## src/rtl/fir2a_pkg.sv

```systemverilog
`timescale 1ns/1ps
package fir2a_pkg;
  // width of one delay field inside a tap map
  localparam int unsigned DLY_W = 5;

  // largest delay held in a packed map of n fields
  function automatic int unsigned map_max(input logic [63:0] m, input int unsigned n);
    int unsigned best;
    best = 0;
    for (int unsigned i = 0; i < n; i++) begin
      if (int'(m[i*DLY_W +: DLY_W]) > int'(best)) best = int'(m[i*DLY_W +: DLY_W]);
    end
    return best;
  endfunction
endpackage

```

## src/rtl/fir2a_tapline.sv

```systemverilog
`timescale 1ns/1ps
module fir2a_tapline #(
  parameter int unsigned HIST_W = 13
) (
  input  logic              clk,
  input  logic              rst,
  input  logic              shift_en,
  input  logic              in_bit,
  output logic [HIST_W:0]   taps
);
  // hist[k] holds the sample accepted k+1 steps ago
  logic [HIST_W-1:0] hist;

  always_ff @(posedge clk) begin
    if (rst)           hist <= '0;
    else if (shift_en) hist <= {hist[HIST_W-2:0], in_bit};
  end

  // taps[k] is the sample k steps back, taps[0] the one arriving now
  assign taps = {hist, in_bit};
endmodule

```

## src/rtl/fir2a_wordpack.sv

```systemverilog
`timescale 1ns/1ps
module fir2a_wordpack #(
  parameter int unsigned WORD_W = 3,
  parameter int unsigned HIST_W = 13,
  parameter logic [WORD_W*fir2a_pkg::DLY_W-1:0] MAP = '0
) (
  input  logic [HIST_W:0]   taps,
  output logic [WORD_W-1:0] word
);
  localparam int unsigned DW = fir2a_pkg::DLY_W;

  // each word bit is a hard-wired pick of one delayed sample
  for (genvar i = 0; i < int'(WORD_W); i++) begin : g_bit
    localparam int unsigned SEL = int'(MAP[i*DW +: DW]);
    assign word[i] = taps[SEL];
  end
endmodule

```

## src/rtl/fir2a_accum.sv

```systemverilog
`timescale 1ns/1ps
module fir2a_accum #(
  parameter int unsigned OUT_W  = 6,
  parameter int unsigned WORD_W = 3
) (
  input  logic              clk,
  input  logic              rst,
  input  logic              fire,
  input  logic              res_ready,
  input  logic [WORD_W-1:0] gain_w,
  input  logic [WORD_W-1:0] loss_w,
  output logic [OUT_W-1:0]  y,
  output logic              y_valid
);
  // one guard bit so y + gain - loss never wraps on the way
  localparam int unsigned ACC_W = OUT_W + 1;

  logic [ACC_W-1:0] grown;
  logic [ACC_W-1:0] next_acc;

  always_comb begin
    grown    = {1'b0, y} + ACC_W'(gain_w);
    next_acc = grown - ACC_W'(loss_w);
  end

  always_ff @(posedge clk) begin
    if (rst) begin
      y       <= '0;
      y_valid <= 1'b0;
    end else begin
      if (fire) y <= next_acc[OUT_W-1:0];
      if (fire)           y_valid <= 1'b1;
      else if (res_ready) y_valid <= 1'b0;
    end
  end
endmodule

```

## src/rtl/bitstream_fir2add.sv

```systemverilog
`timescale 1ns/1ps
module bitstream_fir2add #(
  parameter int unsigned OUT_W  = 6,
  parameter int unsigned WORD_W = 3,
  // field i gives the delay feeding word bit i (MSB field written first)
  parameter logic [WORD_W*fir2a_pkg::DLY_W-1:0] GAIN_MAP = {5'd3,  5'd1,  5'd0},
  parameter logic [WORD_W*fir2a_pkg::DLY_W-1:0] LOSS_MAP = {5'd10, 5'd12, 5'd13}
) (
  input  logic             clk,
  input  logic             rst,
  input  logic             smp_valid,
  output logic             smp_ready,
  input  logic             smp_bit,
  output logic             res_valid,
  input  logic             res_ready,
  output logic [OUT_W-1:0] res_data
);
  localparam int unsigned GAIN_MAX = fir2a_pkg::map_max(64'(GAIN_MAP), WORD_W);
  localparam int unsigned LOSS_MAX = fir2a_pkg::map_max(64'(LOSS_MAP), WORD_W);
  localparam int unsigned HIST_W   = (GAIN_MAX > LOSS_MAX) ? GAIN_MAX : LOSS_MAX;

  logic              fire;
  logic [HIST_W:0]   taps;
  logic [WORD_W-1:0] gain_w;
  logic [WORD_W-1:0] loss_w;

  assign smp_ready = !res_valid || res_ready;
  assign fire      = smp_valid && smp_ready;

  fir2a_tapline #(.HIST_W(HIST_W)) u_line (
    .clk(clk), .rst(rst), .shift_en(fire), .in_bit(smp_bit), .taps(taps)
  );

  fir2a_wordpack #(.WORD_W(WORD_W), .HIST_W(HIST_W), .MAP(GAIN_MAP)) u_gain (
    .taps(taps), .word(gain_w)
  );

  fir2a_wordpack #(.WORD_W(WORD_W), .HIST_W(HIST_W), .MAP(LOSS_MAP)) u_loss (
    .taps(taps), .word(loss_w)
  );

  fir2a_accum #(.OUT_W(OUT_W), .WORD_W(WORD_W)) u_acc (
    .clk(clk), .rst(rst), .fire(fire), .res_ready(res_ready),
    .gain_w(gain_w), .loss_w(loss_w), .y(res_data), .y_valid(res_valid)
  );
endmodule

```

## config.mk

```make
export PLATFORM = sky130hd
export DESIGN_NAME = bitstream_fir2add
export DESIGN_NICKNAME = d
export VERILOG_FILES = /design/src/rtl/fir2a_pkg.sv /design/src/rtl/fir2a_tapline.sv /design/src/rtl/fir2a_wordpack.sv /design/src/rtl/fir2a_accum.sv /design/src/rtl/bitstream_fir2add.sv
export SDC_FILE = /design/constraint.sdc
export NUM_CORES = 1
export LEC_CHECK = 0
export ABC_AREA = 1
export BUFFER_PORTS_ARGS = -buffer_cell sky130_fd_sc_hd__buf_2
export CORE_MARGIN = 4
export CORE_UTILIZATION = 55
export CTS_BUF_LIST = sky130_fd_sc_hd__clkbuf_2
export CTS_CLUSTER_DIAMETER = 60
export DETAILED_ROUTE_END_ITERATION = 10
export PLACE_DENSITY = 0.76
export REMOVE_ABC_BUFFERS = 1
export SYNTH_ARGS = -nofsm -noshare
export SYNTH_HDL_FRONTEND = slang
export SYNTH_SLANG_ARGS = --single-unit
export TNS_END_PERCENT = 100
```

## constraint.sdc

```tcl
create_clock -name clk -period 2.3 [get_ports clk]
set_input_delay 0.46 -clock clk [delete_from_list [all_inputs] [get_ports clk]]
set_output_delay 0.46 -clock clk [all_outputs]
set_load 0.01 [all_outputs]
```

==> results.py <==
metrics = {
    "min_path": {
        "min_to": "u_acc.y_valid",
        "whs_path_depth": 4,
        "min_from": "res_ready",
        "min_path_type": "input pin to register",
    },
    "pwr": {
        "p_leak_uw": 0.000527,
        "vdd_drop_max_mv": 0.401,
        "total_power_uw": 773,
        "p_sw_uw": 265,
        "p_clk_frac": 0.172,
        "swShare": 0.343,
        "pwr-share-seq": 0.494,
        "comb_power_share": 0.335,
        "power.internal_uw": 508,
        "power_density_nw_per_um2": 675,
    },
    "yosys": {
        "ys_async_sr_fraction": 0,
        "ys_top_cells_by_area": "dfxtp_1, nand2_1, inv_1, a21oi_1, a211oi_2",
        "synthesis.area_um2": 1090,
        "avgSynthCellArea_um2": 8.21,
        "yosysUniqueCellTypes": 21,
        "synth_area_leader_cell": "dfxtp_1",
        "yosys-top-cells-count": "nand2_1, inv_1, dfxtp_1",
        "ys_ff_latch": 20,
        "yosysWarnings": 0,
        "seq_area_frac_synth": 0.367,
        "synth.most_common_cell": "nand2_1",
        "ys.flop_type": "dfxtp_1",
        "synth_edf_count": 0,
        "netlist.area_leader.share": 0.367,
        "synth_cells": 133,
    },
    "grt": {
        "grt_usage": 0.153,
        "overflow": 0,
        "grt_pass1_wl_mm": 3.13,
        "antenna_found_initial": 0,
        "grt_pass1_vias": 774,
        "grt_start_max_net_pins": 24,
    },
    "timing": {
        "finalClockSkew_ns": 0.0134,
        "rsz0062_at_grt": "false",
        "layout_setup_ws_ns": 0.310,
        "slew_headroom": 0.716,
        "fin_setup_tns_ns": 0,
        "fin_crit_ns": 1.99,
        "period_share": 0.865,
        "tightest_slew_ns": 0.425,
        "finalSetupViolCount": 0,
        "hold_viol_final": 0,
        "slew_viol_final": 0,
        "timing.fmax_mhz": 502,
    },
    "layout": {
        "finalNetCount": 159,
        "diodes": 0,
        "syn_to_final_growth_pct": 4.81,
        "final_util": 0.635,
        "post-route-cell-area_um2": 1140,
        "final_layout_size_suffix_gt1_frac": 0.175,
    },
    "placed_design": {
        "place_congestion": 0.818,
        "place_ws_ns": 0.313,
        "dp_hpwl_mm": 1.29,
        "portBuffers": 12,
        "dpl_cell_area_um2": 1130,
    },
    "worst_setup_path": {
        "critPathRequiredTime_ns": 2.53,
        "path_class": "register to register",
        "crit_fanout": 2,
        "timing.reg2reg.setup_slack_ns": 0.31,
        "start_kind": "register",
        "r2r_end": "u_acc.y[4]",
        "worst-r2r-cell-count": 10,
        "cp-end-kind": "register",
        "arrival_ns": 2.22,
        "r2r-start": "u_acc.y[1]",
    },
    "routing": {
        "vias": 835,
        "drc": 0,
        "drt_iter0_drc": 4,
        "ant_nets": 0,
        "viasPerCell": 4.97,
        "wl_per_cell_um": 10.3,
        "wl_mm": 1.72,
        "first_pass_iters": 4,
    },
    "clock_network": {
        "cts_buffers": 3,
        "clock_path_buffers": 2,
        "cts_setup_buffers": 0,
        "clock-sinks": 20,
        "cts_tree": "built",
        "cts_resized": 0,
        "cts_root_buf": "clkbuf_2",
        "clkSlewWorstSetupHoldPaths_ns": 0.18,
        "ctsHtreeMaxLevel": 1,
        "cts_hold_buf": 0,
        "clk_latency_ns": 0.30,
    },
    "run_status": {
        "status": "completed",
    },
    "floorplan": {
        "coreArea_um2": 1800,
        "die-area_um2": 2760,
        "start_util": 0.606,
        "die_width_um": 52.6,
        "die_h_um": 52.6,
        "io_pins": 13,
        "fp-row-count": 15,
    },
    "job": {
        "cap_violations": 0,
    },
}
worst max path at each step:
| stage | from | endpoint | cells past startpoint |
|---|---|---|---|
| 2_1_floorplan | u_acc.y[1] | u_acc.y[4] | 10 |
| 3_3_place_gp | u_acc.y[1] | u_acc.y[4] | 10 |
| 3_5_place_dp | u_acc.y[1] | u_acc.y[4] | 10 |
| 4_1_cts | u_acc.y[1] | u_acc.y[4] | 10 |
| 5_1_grt | u_acc.y[1] | u_acc.y[4] | 10 |
| 6_report | u_acc.y[1] | u_acc.y[4] | 10 |
kinds of logic after synthesis:
kind of cell	Yosys count	synth area share
simple gates	51	0.210
fa+ha+maj	9	0.124
xor+xnor	1	0.00802
compound gates	24	0.157
flops	20	0.367
buf+inv	28	0.135
registers in the layout (all words and copies together) (netlist names):
name	flops
u_acc.y	6
u_line.hist	13
u_acc.y_valid	1
power by group through the flow:
stage | logic, uW | clock network [uW] | registers (uW)
after floorplan | 192 | 0 | 396
after global placement | 253 | 0 | 388
after detailed placement | 261 | 0 | 389
after CTS | 262 | 145 | 382
after global routing | 303 | 155 | 385
final | 259 | 133 | 382
cells in the final DEF, fill, tap and decap left out:
cell,synthesis,layout
nand2_1,32,32
inv_1,22,22
dfxtp_1,20,20
a21oi_1,16,16
buf_2,0,12
nor2_1,9,9
a211oi_2,6,6
nand3_1,6,6
ha_1,6,6
fa_1,3,3
clkbuf_2,0,3
nand2_4,1,1
nand2_8,1,1
inv_8,1,1
a21oi_2,1,1
nand3b_1,1,1
xnor2_1,1,1
a211oi_1,1,1
nand4_1,1,1
through the flow:
stage,cells,hold WS [ns]
final,168,0.459
after global routing,168,0.438
after floorplan,128,0.433
after CTS,168,0.440
after detailed placement,165,0.453
after global placement,165,0.446
worst max-delay path: stages (launching register included):
cell and delay [ns]:
dfxtp_1 0.36, inv_1 0.08, fa_1 0.53, inv_1 0.07
fa_1 0.45, nand3_1 0.13, a21oi_1 0.08, nor2_1 0.09
nand2_1 0.06, nand2_1 0.05, inv_1 0.03
final cells by class:
type	count	area, um2
inverter	23	93.8
multi-input combinational	85	544
timing repair buffer	12	60.1
sequential	20	400
tap	25	31.3
fill	174	657
clock buffer	3	15.0
metal layers:
metal / GRT usage / vias up / share of wire
li1: - / 441 / -
met1: 0.165 / 385 / 0.45
met2: 0.281 / 7 / 0.51
met3: 0.0427 / 2 / 0.031
met4: 0.0511 / 0 / 0.0075
met5: 0 / - / 0
Power figures use the tool's default switching activity.
